--- src/rtl/stream_switch_node.sv ---
module stream_switch_node #(
  parameter int N       = 4,
  parameter int NODE_ID = 1,
  parameter int KI      = 1,
  parameter int KO      = 1,
  parameter int KL      = 1,
  parameter int KR      = 2,
  parameter int W       = 8,
  localparam int DW = (N > 1) ? $clog2(N) : 1,
  localparam int NS = KI + KL + KR,
  localparam int NO = KO + KL + KR,
  localparam int SW = (NS > 1) ? $clog2(NS) : 1,
  localparam int OW = (NO > 1) ? $clog2(NO) : 1
) (
  input  logic                   clk,
  input  logic                   rst_n,
  input  logic [NS-1:0]          src_req,
  input  logic [NS-1:0][DW-1:0]  src_dest,
  input  logic [NS-1:0]          src_valid,
  input  logic [NS-1:0][W-1:0]   src_data,
  output logic [NS-1:0]          src_grant,
  output logic [NS-1:0]          src_deny,
  output logic [NS-1:0]          src_full,
  output logic [NO-1:0]          dst_req,
  output logic [NO-1:0][DW-1:0]  dst_dest,
  output logic [NO-1:0]          dst_valid,
  output logic [NO-1:0][W-1:0]   dst_data,
  input  logic [NO-1:0]          dst_grant,
  input  logic [NO-1:0]          dst_deny,
  input  logic [NO-1:0]          dst_full
);

  localparam logic [1:0] S_IDLE = 2'd0, S_PEND = 2'd1, S_ACT = 2'd2, S_DENY = 2'd3;

  logic [1:0]    st     [NS];
  logic [OW-1:0] sel    [NS];
  logic [DW-1:0] dest_q [NS];
  logic [1:0]    cnt    [NS];
  logic [W-1:0]  b0     [NS];
  logic [W-1:0]  b1     [NS];
  logic [NO-1:0] busy;
  logic [SW-1:0] owner  [NO];

  logic [NS-1:0] claim, deny_now, rel, push, pop;
  logic [OW-1:0] claim_o [NS];
  logic [NO-1:0] busy_n;

  function automatic logic [NO-1:0] group_mask(input logic [DW-1:0] d);
    logic [NO-1:0] m;
    m = '0;
    for (int o = 0; o < NO; o++) begin
      if (int'(d) == NODE_ID) m[o] = (o < KO);
      else if (int'(d) < NODE_ID) m[o] = (o >= KO) && (o < KO + KL);
      else m[o] = (o >= KO + KL);
    end
    return m;
  endfunction

  always_comb begin
    logic [NO-1:0] taken;
    logic [NO-1:0] gm;
    taken = busy;
    for (int s = 0; s < NS; s++) begin
      claim[s]    = 1'b0;
      deny_now[s] = 1'b0;
      claim_o[s]  = '0;
      gm = group_mask(src_dest[s]);
      if (st[s] == S_IDLE && src_req[s]) begin
        if ((~busy & gm) == '0) deny_now[s] = 1'b1;
        else
          for (int o = 0; o < NO; o++)
            if (!claim[s] && gm[o] && !taken[o]) begin
              claim[s]   = 1'b1;
              claim_o[s] = OW'(o);
              taken[o]   = 1'b1;
            end
      end
    end
  end

  always_comb begin
    for (int s = 0; s < NS; s++) begin
      rel[s]  = (st[s] == S_PEND && (!src_req[s] || (!dst_grant[sel[s]] && dst_deny[sel[s]])))
             || (st[s] == S_ACT && !src_req[s] && cnt[s] == 2'd0);
      pop[s]  = (st[s] == S_ACT) && (cnt[s] != 2'd0) && !dst_full[sel[s]];
      push[s] = (st[s] == S_ACT) && src_valid[s];
    end
    busy_n = busy;
    for (int s = 0; s < NS; s++) if (rel[s]) busy_n[sel[s]] = 1'b0;
    for (int s = 0; s < NS; s++) if (claim[s]) busy_n[claim_o[s]] = 1'b1;
  end

  always_ff @(posedge clk) begin
    if (!rst_n) begin
      busy <= '0;
      for (int o = 0; o < NO; o++) owner[o] <= '0;
    end else begin
      busy <= busy_n;
      for (int s = 0; s < NS; s++) if (claim[s]) owner[claim_o[s]] <= SW'(s);
    end
  end

  for (genvar s = 0; s < NS; s++) begin : g_src
    always_ff @(posedge clk) begin
      if (!rst_n) begin
        st[s] <= S_IDLE; sel[s] <= '0; dest_q[s] <= '0;
        cnt[s] <= 2'd0; b0[s] <= '0; b1[s] <= '0;
      end else begin
        case (st[s])
          S_IDLE: if (claim[s]) begin
                    st[s] <= S_PEND; sel[s] <= claim_o[s]; dest_q[s] <= src_dest[s];
                  end else if (deny_now[s]) st[s] <= S_DENY;
          S_PEND: if (!src_req[s]) st[s] <= S_IDLE;
                  else if (dst_grant[sel[s]]) st[s] <= S_ACT;
                  else if (dst_deny[sel[s]]) st[s] <= S_DENY;
          S_ACT:  if (!src_req[s] && cnt[s] == 2'd0) st[s] <= S_IDLE;
          default: if (!src_req[s]) st[s] <= S_IDLE;
        endcase
        case ({push[s], pop[s]})
          2'b10: begin
            if (cnt[s] == 2'd0) b0[s] <= src_data[s]; else b1[s] <= src_data[s];
            cnt[s] <= cnt[s] + 2'd1;
          end
          2'b01: begin b0[s] <= b1[s]; cnt[s] <= cnt[s] - 2'd1; end
          2'b11: if (cnt[s] == 2'd1) b0[s] <= src_data[s];
                 else begin b0[s] <= b1[s]; b1[s] <= src_data[s]; end
          default: ;
        endcase
      end
    end

    assign src_grant[s] = (st[s] == S_ACT);
    assign src_deny[s]  = (st[s] == S_DENY);
    assign src_full[s]  = (cnt[s] == 2'd2);

    AST_NO_OVERFLOW: assert property (@(posedge clk) disable iff (!rst_n)
      src_full[s] |-> !src_valid[s]);
    AST_GRANT_LAT: assert property (@(posedge clk) disable iff (!rst_n)
      $rose(src_grant[s]) |-> $past(dst_grant[sel[s]]));
    AST_TEARDOWN: assert property (@(posedge clk) disable iff (!rst_n)
      (src_grant[s] && !src_req[s] && cnt[s] == 2'd0) |=> !src_grant[s] && !busy[sel[s]]);
  end

  for (genvar o = 0; o < NO; o++) begin : g_dst
    logic [SW-1:0] ow;
    logic [NS-1:0] own_m;
    assign ow           = owner[o];
    assign dst_req[o]   = busy[o];
    assign dst_dest[o]  = busy[o] ? dest_q[ow] : '0;
    assign dst_valid[o] = busy[o] && st[ow] == S_ACT && cnt[ow] != 2'd0 && !dst_full[o];
    assign dst_data[o]  = b0[ow];

    always_comb
      for (int s = 0; s < NS; s++)
        own_m[s] = (st[s] == S_PEND || st[s] == S_ACT) && (int'(sel[s]) == o);

    AST_SINGLE_OWNER: assert property (@(posedge clk) disable iff (!rst_n)
      $onehot0(own_m) && (busy[o] == |own_m));
    AST_DENY_FREES: assert property (@(posedge clk) disable iff (!rst_n)
      (dst_req[o] && dst_deny[o] && !dst_grant[o] && src_req[ow] && st[ow] == S_PEND) |=> !dst_req[o] || owner[o] != $past(ow));
  end

endmodule

--- config.mk ---
export PLATFORM = sky130hd
export DESIGN_NAME = stream_switch_node
export DESIGN_NICKNAME = d
export VERILOG_FILES = /design/src/rtl/stream_switch_node.sv
export SDC_FILE = /design/constraint.sdc
export NUM_CORES = 1
export LEC_CHECK = 0
export BUFFER_PORTS_ARGS = -buffer_cell sky130_fd_sc_hd__buf_2
export CAP_MARGIN = 40
export CORE_MARGIN = 2
export CORE_UTILIZATION = 50
export CTS_BUF_LIST = sky130_fd_sc_hd__clkbuf_8
export DETAILED_ROUTE_END_ITERATION = 6
export PLACE_DENSITY = 0.77
export SLEW_MARGIN = 5
export SYNTH_ARGS = -nofsm -noshare
export SYNTH_HDL_FRONTEND = slang
export SYNTH_SLANG_ARGS = --single-unit
--- constraint.sdc ---
create_clock -name clk -period 4 [get_ports clk]
set_clock_uncertainty 0.1 [all_clocks]
set_input_delay 1 -clock clk [delete_from_list [all_inputs] [get_ports clk]]
set_output_delay 1 -clock clk [all_outputs]
set_load 0.02 [all_outputs]
# == Yosys cells after proc, flatten, opt, wreduce, memory -nomap -nowiden ==
# Memory sizes are Yosys's and may differ from the RTL's.
# Index checks and enable logic that the tools add are counted.
# op_classes
n_addsub,8
eq_ne,40
n_reduce_logical,164
bitwise,85
order_cmp,20
mux,467
# ops
op,count
$mux W1,337
$mux W8,24
$mux W2,72
$logic_and A1 B1 Y1,84
$or A1 B1 Y1,68
$eq A2 B2 Y1 const B,28
$mux W4,14
$logic_not A1 Y1,44
$and A4 B4 Y4,8
$bmux W1 S2,12
$eq A2 B1 Y1 const B,12
$lt A2 B3 Y1 const B,8
$not A4 Y4,5
$demux W1 S2,8
$ge A2 B1 Y1 const B,8
$logic_not A2 Y1,8
$logic_not A4 Y1,4
$or A4 B4 Y4,4
$reduce_bool A2 Y1,8
$reduce_or A3 Y1,4
$add A2 B1 Y2 const B,4
$logic_or A1 B1 Y1,8
$lt A2 B1 Y1 const B,4
$reduce_or A2 Y1,4
$sub A2 B1 Y2 const B,4
# word_totals
mem_bits_rw,104
n_memories,7
wordCells,792
register_bits,4
# mem_list
name,words,word_bits,read_ports,rd_clocked_by_memory_dff,wr,line_no,rtl
b0,4,8,4,0,4,39,logic [W-1:0] b0 [NS];
b1,4,8,4,0,4,40,logic [W-1:0] b1 [NS];
cnt,4,2,8,0,4,38,logic [1:0] cnt [NS];
dest_q,4,2,4,0,4,37,logic [DW-1:0] dest_q [NS];
owner,4,2,4,0,4,42,logic [SW-1:0] owner [NO];
sel,4,2,4,0,4,36,logic [OW-1:0] sel [NS];
1 more memories,-,-,-,-,-,-,

# == Longest topological paths before layout ==
# Gate-level depths: netlist of the first run.
# logic_depth
ltp_word,105
depth_mapped,8

# == Worst setup path before layout of the first run ==
# No wires, ideal clock.
# synth_path
path_type,flip-flop to output port
startpoint,mem st[3][0]
endpoint,out dst_valid[3]
stages_incl_launch_ff,6
path_buffers,0
required_time_ns,2.900
arrival_time_ns,2.535
slack_ns,0.365
cell_sequence,edfxtp_1 > nor2b_1 > o21ai_0 > nand2_1 > o21ai_0 > a2111oi_0
# synth_rtl
item,line_no,rtl
from (decl),35,logic [1:0] st [NS];
to (decl),26,"output logic [NO-1:0] dst_valid,"

==> flow_summary_export.csv, run 1 <==
group,metric,value,unit
drt,wl_per_cell,21.74,um
critical_path,crit_path_end,"dst_valid[1]",
critical_path,critPathLaunchType,"flop",
logic_synthesis,yosysMostFrequentCell,"edfxtp_1",
sta,worst_pin_slew,858.4,ps
power,p_per_area,492.5,mW/mm2
clocking,cts-buffers-inserted,9,
power,max-vdd-ir-drop,0.0002273,V
clocking,cts-root-buf,"clkbuf_8",
placed_design,placed_cells,949,
critical_path,r2r_end,"st[3][1]",
critical_path,reg2reg_slack,1080,ps
critical_path,critPathRequiredTime,2900,ps
logic_synthesis,yosys_register_bits,108,
run,drv_cap,0,
grt,grt_max_degree,35,
grt,antenna_found_initial,0,
placed_design,io_buffers,121,
clocking,postCtsHoldBufs,0,
logic_synthesis,synth_area,0.007426,mm2
drt,postRouteAntennaNets,0,
sta,fin_crit,3801,ps
logic_synthesis,ys.warnings.count,0,
critical_path,worst-setup-path-type,"reg2out",
floorplanning,die_w,125.9,um
placed_design,dp_hpwl,16180,um
logic_synthesis,yosysUniqueCellTypes,72,
sta,clock.fmax,263.1,MHz
clocking,clk_latency,400,ps
critical_path,crit_path_max_incr_delay,640,ps
clocking,cts_max_level,3,
logic_synthesis,synthTopCellsByArea,"edfxtp_1 39%, mux4_2 15%, and2_1 3.8%",
cells_and_area,drive_gt1_share,28.81,%
drt,first_pass_iters,5,
power,p_leak,3.206,nW
sta,finalSetupTns,0,ps
floorplanning,start_util,51.09,%
cells_and_area,antenna_cells,0,
critical_path,rr_worst_depth,6,
sta,finalSetupViolations,0,
grt,grtUsageTotal,25.92,%
sta,slew_headroom,42.69,%
logic_synthesis,synth_common_cells,"96 x edfxtp_1, 48 x mux4_2, 46 x nand2_1",
clocking,cts_setup_buffers,0,
drt,wl,20980,um
logic_synthesis,syn_area_per_cell,10.99,um2
placed_design,globalplace.congestion,0.9582,
logic_synthesis,ys_seq_area_share,42.06,%
logic_synthesis,synth_area_leader_cell,"edfxtp_1",
sta,finalMaxSlewViolations,0,
logic_synthesis,synth_top_area_share,38.82,%
critical_path,crit_arrival,2700,ps
floorplanning,dieHeight,125.9,um
drt,drcViolationCount,0,
grt,grt_pass1_vias,6063,
critical_path,cp_cell_sequence,"nand2b_1 -> a21oi_1 -> o21ai_0 -> a2111oi_1 -> buf_2",
clocking,clockBufferDepth,2,
grt,globalRoute.totalOverflow,0,
cells_and_area,area_growth,12.54,%
critical_path,end_kind,"primary output",
logic_synthesis,syn_inst,676,
floorplanning,rows,44,
grt,grt_pass1_wl,32160,um
critical_path,r2r_start,"st[1][1]",
clocking,clkTransAtPathRegs,110,ps
placed_design,pre_cts_ws,502.9,ps
clocking,cts_tree,"done",
sta,period_share,95.01,%
clocking,cts.sink_count,108,
critical_path,cp_max_fo,13,
drt,routed-via-count,6306,
critical_path,startpoint,"st[2][0]",
cells_and_area,final_cells,965,
sta,fin_hold_ws,462.0,ps
sta,rsz0062_at_grt,"false",
drt,via_per_inst,6.535,
clocking,post_cts_resize_count,0,
power,power.total,4.116,mW
sta,hold_viol,0,
worst_hold_path,hp-class,"reg2reg",
floorplanning,ioPinCount,122,
logic_synthesis,synth-edff-count,96,
critical_path,crit_slowest_cell,"a2111oi_1",
logic_synthesis,synth_fp_nets,750,
logic_synthesis,async_flop_share,0,%
logic_synthesis,synth-main-ff-cell,"edfxtp_1",
sta,setup_slack,199.4,ps
floorplanning,design.core.area,0.01453,mm2
drt,drt_iter0_drc,611,
cells_and_area,final_net_count,850,
status,status,"completed",
floorplanning,die_area,0.01584,mm2
worst_hold_path,worstHoldStart,"b1[0][6]",
[critical path: cells and delay by family (launching register included)]
| kind | cells | cell delay, ps |
|---|---|---|
| AO/OA/AOI/OAI | 3 | 1230 |
| AND/OR/NAND/NOR | 1 | 270 |
| flip-flops | 1 | 550 |
| buffers and inverters | 1 | 270 |
[metrics by stage]
step	utilization, %	area, um2
2_1_floorplan	-	7426
3_3_place_gp	55.99	8138
3_5_place_dp	56.16	8163
4_1_cts	57.48	8354
5_1_grt	57.50	8357
6_report	57.50	8357
[state kept, by name, indices dropped and copies added (netlist names)]
register  flops
st            8
cnt           8
owner         8
b1           32
sel           8
dest_q        8
dst_req       4
b0           32
[how the worst min path moves through the flow]
stage,slack [ps],cells past startpoint,end
2_1_floorplan,420,1,b0[0][0]
3_5_place_dp,430,1,b0[3][7]
6_report,460,1,b0[0][6]
4_1_cts,470,1,b0[1][6]
5_1_grt,480,1,b0[0][6]
3_3_place_gp,420,1,b0[3][3]
[logic make-up after synthesis]
family,synth area share [%]
AND/OR/NAND/NOR,19.19
AO/OA/AOI/OAI,13.92
buffers and inverters,4.195
adder cells (fa/ha/maj),2.022
multiplexers,18.15
XOR/XNOR,0.4719
flip-flops,42.06
[routing by layer]
metal	part of all wire [%]	routed length [um]	up-vias	track usage, %
met1	39	8232	3042	34.93
met2	47	9829	413	41.11
met3	11	2211	61	7.052
li1	-	-	2790	-
met4	3.4	707	0	8.533
met5	0	0	-	0
[placed cells by master (no fill, tap or decap), drive strengths merged, types with 3 or more instances in the layout]
cell type,n
a2111oi,6
a211oi,12
a21oi,27
a22o,24
a31oi,5
and2,45
and3,4
and4bb,4
buf,134
clkbuf,9
clkinv,3
dfxtp,12
edfxtp,96
ha,12
inv,34
mux2,5
mux2i,21
mux4,48
nand2,46
nand2b,10
nand3,22
nand3b,4
nand4,7
nor2,50
nor2b,17
nor3,20
nor3b,4
nor4b,3
o2111ai,5
o211ai,3
o21a,4
o21ai,35
or2,5
or3,7
or3b,3
[cell type report]
class / count / area [um2]
Sequential cell: 108 / 3123
Clock inverter: 7 / 67.56
Timing Repair Buffer: 134 / 705.7
Multi-Input combinational cell: 493 / 3994
Tap cell: 184 / 230.2
Clock buffer: 9 / 123.9
Fill cell: 1202 / 6177
Inverter: 30 / 112.6
[report_power, final]
part | internal [mW] | leakage, nW | switching [mW]
combinational | 0.702 | 2.00 | 0.920
clock | 0.243 | 0.0993 | 0.423
sequential | 1.45 | 1.10 | 0.378
total | 2.39 | 3.21 | 1.72
No activity file was read; power rests on OpenSTA's default activity.
==> run 2, diff against run 1 <==
--- a/config.mk
+++ b/config.mk
@@ -12,6 +12,7 @@
 export CTS_BUF_LIST = sky130_fd_sc_hd__clkbuf_8
 export DETAILED_ROUTE_END_ITERATION = 6
 export PLACE_DENSITY = 0.77
+export RECOVER_POWER = 50
 export SLEW_MARGIN = 5
 export SYNTH_ARGS = -nofsm -noshare
 export SYNTH_HDL_FRONTEND = slang
==> constraint.sdc (replaced) <==
create_clock -name clk -period 4 [get_ports clk]
set_clock_uncertainty 0.1 [all_clocks]
set_input_delay 0.8 -clock clk [delete_from_list [all_inputs] [get_ports clk]]
set_output_delay 0.8 -clock clk [all_outputs]
set_load 0.02 [all_outputs]
==> flow_summary_export.csv, run 2 (synthesis gave the netlist of run 1 again) <==
group,metric,value,unit
clocking,clk_latency,400,ps
power,p_int,2.481,mW
sta,setup_slack,305.1,ps
clocking,clockBufferDepth,2,
sta,clock.fmax,270.6,MHz
grt,antenna_found_initial,0,
drt,first_pass_iters,5,
floorplanning,die_w,125.9,um
power,p_per_area,503.4,mW/mm2
cells_and_area,final_net_count,848,
clocking,cts-buffers-inserted,9,
floorplanning,rows,44,
grt,grt_pass1_wl,32780,um
clocking,cts_max_level,3,
drt,via_per_inst,6.674,
cells_and_area,drive_gt1_share,25.93,%
cells_and_area,reg_top3,"b0 x32, b1 x32",
sta,worst_pin_slew,1429,ps
cells_and_area,design_area,0.008320,mm2
sta,period_share,92.37,%
drt,wl,21390,um
cells_and_area,antenna_cells,0,
run,drv_cap,1,
sta,fin_crit,3695,ps
clocking,cts_setup_buffers,0,
power,p_sw,1.708,mW
power,power_frac_comb,37.8,%
critical_path,worst-setup-path-type,"reg2out",
drt,drcViolationCount,0,
power,switching_share,40.78,%
critical_path,critPathLaunchType,"flop",
placed_design,post_dp_cell_area,0.008145,mm2
floorplanning,start_util,51.09,%
power,power.total,4.189,mW
critical_path,critPathRequiredTime,3100,ps
critical_path,crit_arrival,2790,ps
critical_path,cp_max_fo,10,
status,violations,"capacitance limit",
sta,rsz0062_at_grt,"false",
power,max-vdd-ir-drop,0.0002472,V
clocking,clkTransAtPathRegs,110,ps
sta,hold_viol,0,
power,p_leak,3.122,nW
status,status,"finished with violations",
cells_and_area,final_cells,963,
placed_design,pre_cts_ws,764.1,ps
sta,finalSetupTns,0,ps
floorplanning,design.core.area,0.01453,mm2
sta,finalMaxSlewViolations,0,
cells_and_area,mostFrequentLayoutCells,"109 x buf_2, 96 x edfxtp_1, 48 x mux4_2, 46 x nand2_1, 42 x nor2_1",
critical_path,end_kind,"primary output",
drt,routed-via-count,6427,
worst_hold_path,hp-class,"reg2reg",
power,power.share.sequential,43.9,%
cells_and_area,area_growth,12.05,%
sta,slew_headroom,2.270,%
floorplanning,ioPinCount,122,
grt,grt_pass1_vias,6034,
drt,postRouteAntennaNets,0,
grt,globalRoute.totalOverflow,0,
placed_design,dp_hpwl,16200,um
clocking,post_cts_resize_count,0,
placed_design,io_buffers,121,
drt,drt_iter0_drc,700,
placed_design,globalplace.congestion,0.9603,
clocking,cts-root-buf,"clkbuf_8",
floorplanning,dieHeight,125.9,um
grt,grtUsageTotal,26.68,%
clocking,postCtsHoldBufs,0,
cells_and_area,final_common_cell,"buf_2",
sta,finalSetupViolations,0,
power,clkPwrFrac,18.3,%
drt,wl_per_cell,22.21,um
placed_design,placed_cells,947,
grt,grt_max_degree,29,
floorplanning,die_area,0.01584,mm2
clocking,cts_tree,"done",
clocking,cts.sink_count,108,
-- run 2: power by group through the flow --
stage	sequential [mW]	combinational [mW]	clock (mW)
after global routing	1.87	1.69	0.810
final	1.84	1.58	0.768
after CTS	1.83	1.58	0.767
after global placement	1.82	1.54	0
after floorplan	1.58	1.30	0
after detailed placement	1.85	1.57	0
-- run 2: worst paths after layout --
| kind | start | endpoint | slack, ps | cells past startpoint |
|---|---|---|---|---|
| max | st[0][0] | dst_valid[1] | 310 | 7 |
| min | b1[0][3] | b0[0][3] | 460 | 1 |
| max reg2reg | st[2][0] | b1[2][1] | 840 | 5 |
| min reg2reg | b1[0][3] | b0[0][3] | 460 | 1 |
-- run 2: per-layer routing --
metal	global-route usage (%)	routed length [um]	vias up
met3	3.951	1863	63
met2	43.15	10190	407
met1	37.01	8672	3160
li1	-	-	2797
met5	0	0	-
met4	9.761	657	0
-- run 2: final cells by class --
| type | count | area (um2) |
|---|---|---|
| clock inverter | 7 | 97.59 |
| inverter | 30 | 112.6 |
| tap | 184 | 230.2 |
| clock buffer | 9 | 123.9 |
| sequential | 108 | 3123 |
| multi-input combinational | 493 | 3979 |
| fill | 1223 | 6213 |
| timing repair buffer | 132 | 654.4 |
-- run 2: worst max-delay path: stages (launching register included) --
cell and delay [ps]:
edfxtp_1 530, nand2b_1 240, inv_1 180, o21ai_0 230
nor2_1 150, a211oi_1 70, a2111oi_0 720, buf_2 290
-- run 2: through the flow --
step,hold slack (ps),utilization [%]
2_1_floorplan,418.4,-
3_3_place_gp,424.3,56.04
3_5_place_dp,434.0,56.04
4_1_cts,460.7,57.57
5_1_grt,486.1,57.25
6_report,463.5,57.25
==> run 3, diff against run 2 <==
--- a/config.mk
+++ b/config.mk
@@ -11,7 +11,7 @@
 export CORE_UTILIZATION = 50
 export CTS_BUF_LIST = sky130_fd_sc_hd__clkbuf_8
 export DETAILED_ROUTE_END_ITERATION = 6
-export PLACE_DENSITY = 0.77
+export PLACE_DENSITY = 0.83
 export RECOVER_POWER = 50
 export SLEW_MARGIN = 5
 export SYNTH_ARGS = -nofsm -noshare
==> flow_summary_export.csv, run 3 (synthesis gave the netlist of run 1 again) <==
group,metric,value,unit
status,status,"finished with violations",
status,violations,"capacitance limit, slew limit",
placed_design,dp_hpwl,15500,um
drt,first_pass_iters,6,
critical_path,worst-setup-path-type,"reg2out",
run,drv_cap,1,
floorplanning,dieHeight,125.9,um
critical_path,crit_path_max_incr_delay,700,ps
sta,hold_viol,0,
floorplanning,die_area,0.01584,mm2
critical_path,path_delay_family,"compound AO/OA/AOI/OAI gates",
sta,finalMaxSlewViolations,10,
cells_and_area,final_net_count,848,
clocking,postCtsHoldBufs,0,
drt,drt_iter0_drc,686,
placed_design,post_dp_cell_area,0.008153,mm2
placed_design,globalplace.congestion,0.9576,
cells_and_area,area_growth,11.71,%
floorplanning,die_w,125.9,um
sta,fin_crit,3716,ps
cells_and_area,antenna_cells,0,
critical_path,end_kind,"primary output",
cells_and_area,reg_top3,"b0 x32, b1 x32",
sta,fin_hold_ws,454.8,ps
critical_path,cp_num_cells,7,
sta,clock.fmax,269.1,MHz
grt,grt_pass1_wl,31100,um
critical_path,crit_path_end,"dst_valid[0]",
floorplanning,design.core.area,0.01453,mm2
drt,routed-via-count,6139,
critical_path,r2r_end,"b1[2][4]",
placed_design,placed_cells,947,
grt,grtUsageTotal,25.29,%
drt,via_per_inst,6.375,
clocking,cts.sink_count,108,
cells_and_area,mostFrequentLayoutCells,"110 x buf_2, 96 x edfxtp_1, 48 x mux4_2, 46 x nand2_1, 42 x nor2_1",
sta,finalSetupViolations,0,
clocking,clkTransAtPathRegs,100,ps
critical_path,crit_arrival,2820,ps
critical_path,crit_slowest_cell,"a2111oi_0",
floorplanning,rows,44,
clocking,cts-buffers-inserted,9,
drt,drcViolationCount,0,
critical_path,rr_worst_depth,5,
placed_design,io_buffers,121,
grt,grt_pass1_vias,5763,
cells_and_area,drive_gt1_share,25.67,%
sta,period_share,92.90,%
cells_and_area,final_cells,963,
clocking,clk_latency,380,ps
sta,slew_headroom,-4.559,%
critical_path,cp.buffers_inverters,2,
clocking,cts_max_level,3,
critical_path,critPathLaunchType,"flop",
critical_path,startpoint,"st[0][0]",
cells_and_area,final_common_cell,"buf_2",
critical_path,r2r_start,"st[2][0]",
grt,globalRoute.totalOverflow,0,
clocking,cts-root-buf,"clkbuf_8",
critical_path,cp_cell_sequence,"nand2b_1 -> inv_1 -> o21ai_0 -> nor2_1 -> a211oi_1 -> a2111oi_0 -> buf_2",
power,p_leak,3.109,nW
clocking,clockBufferDepth,2,
worst_hold_path,hp-class,"reg2reg",
clocking,cts_tree,"done",
power,max-vdd-ir-drop,0.0002384,V
grt,antenna_found_initial,0,
sta,finalSetupTns,0,ps
floorplanning,start_util,51.09,%
sta,rsz0062_at_grt,"false",
sta,worst_pin_slew,1529,ps
drt,wl,20200,um
clocking,cts_setup_buffers,0,
drt,wl_per_cell,20.98,um
power,p_per_area,493.0,mW/mm2
critical_path,cp_max_fo,10,
grt,grt_max_degree,51,
drt,postRouteAntennaNets,0,
critical_path,reg2reg_slack,740,ps
cells_and_area,design_area,0.008295,mm2
floorplanning,ioPinCount,122,
clocking,post_cts_resize_count,0,
critical_path,critPathRequiredTime,3100,ps
run 3: cell count changes in the layout (fill, tap and decap cells not counted), sizes merged:
cell    before  now
buf        115  114
bufinv       2    1
clkbuf      26   27
clkinv       1    3
inv         34   33
run 3: area by class of cell:
cell class	count	area (um2)
flip-flops and latches	108	3123
clock inverters	7	71.32
well taps	184	230.2
clock buffers	9	123.9
repair buffers	132	655.6
inverters	30	112.6
multi-input cells	493	3979
fillers	1278	6238
run 3: per-layer routing:
metal  share of wire (%)  GRT usage [%]  vias up
li1                    -              -     2792
met2                  47          39.33      371
met5                   0              0        -
met1                  40          35.47     2920
met3                  10          4.885       56
met4                 3.0          9.761        0
run 3: worst min-delay path by stage:
stage	start	cells after the start	slack, ps	endpoint
2_1_floorplan	b1[0][0]	1	420	b0[0][0]
3_3_place_gp	b1[3][3]	1	420	b0[3][3]
3_5_place_dp	b1[3][0]	1	430	b0[3][0]
4_1_cts	b1[0][4]	1	450	b0[0][4]
5_1_grt	b1[3][2]	1	480	b0[3][2]
6_report	b1[0][6]	1	450	b0[0][6]
run 3: worst register-to-register path, cell delays in order (launching register included):
cell and delay (ps):
edfxtp_1 550, nand2b_1 270, inv_1 110, nand2_1 150, a2111oi_0 1300, nand2b_1 440
run 3: through the flow:
stage	power, mW	util (%)	setup WS, ps
3_5_place_dp	3.409	56.09	747.7
5_1_grt	4.282	57.08	131.2
3_3_place_gp	3.362	55.99	790.6
2_1_floorplan	2.885	-	565.1
4_1_cts	4.088	57.44	332.3
6_report	4.089	57.08	283.8
run 3: where the power goes:
part           internal (mW)  switching (mW)  leakage (nW)
logic                  0.676           0.927          1.90
registers               1.45           0.351          1.10
clock network          0.294           0.393         0.101
total                   2.42            1.67          3.11
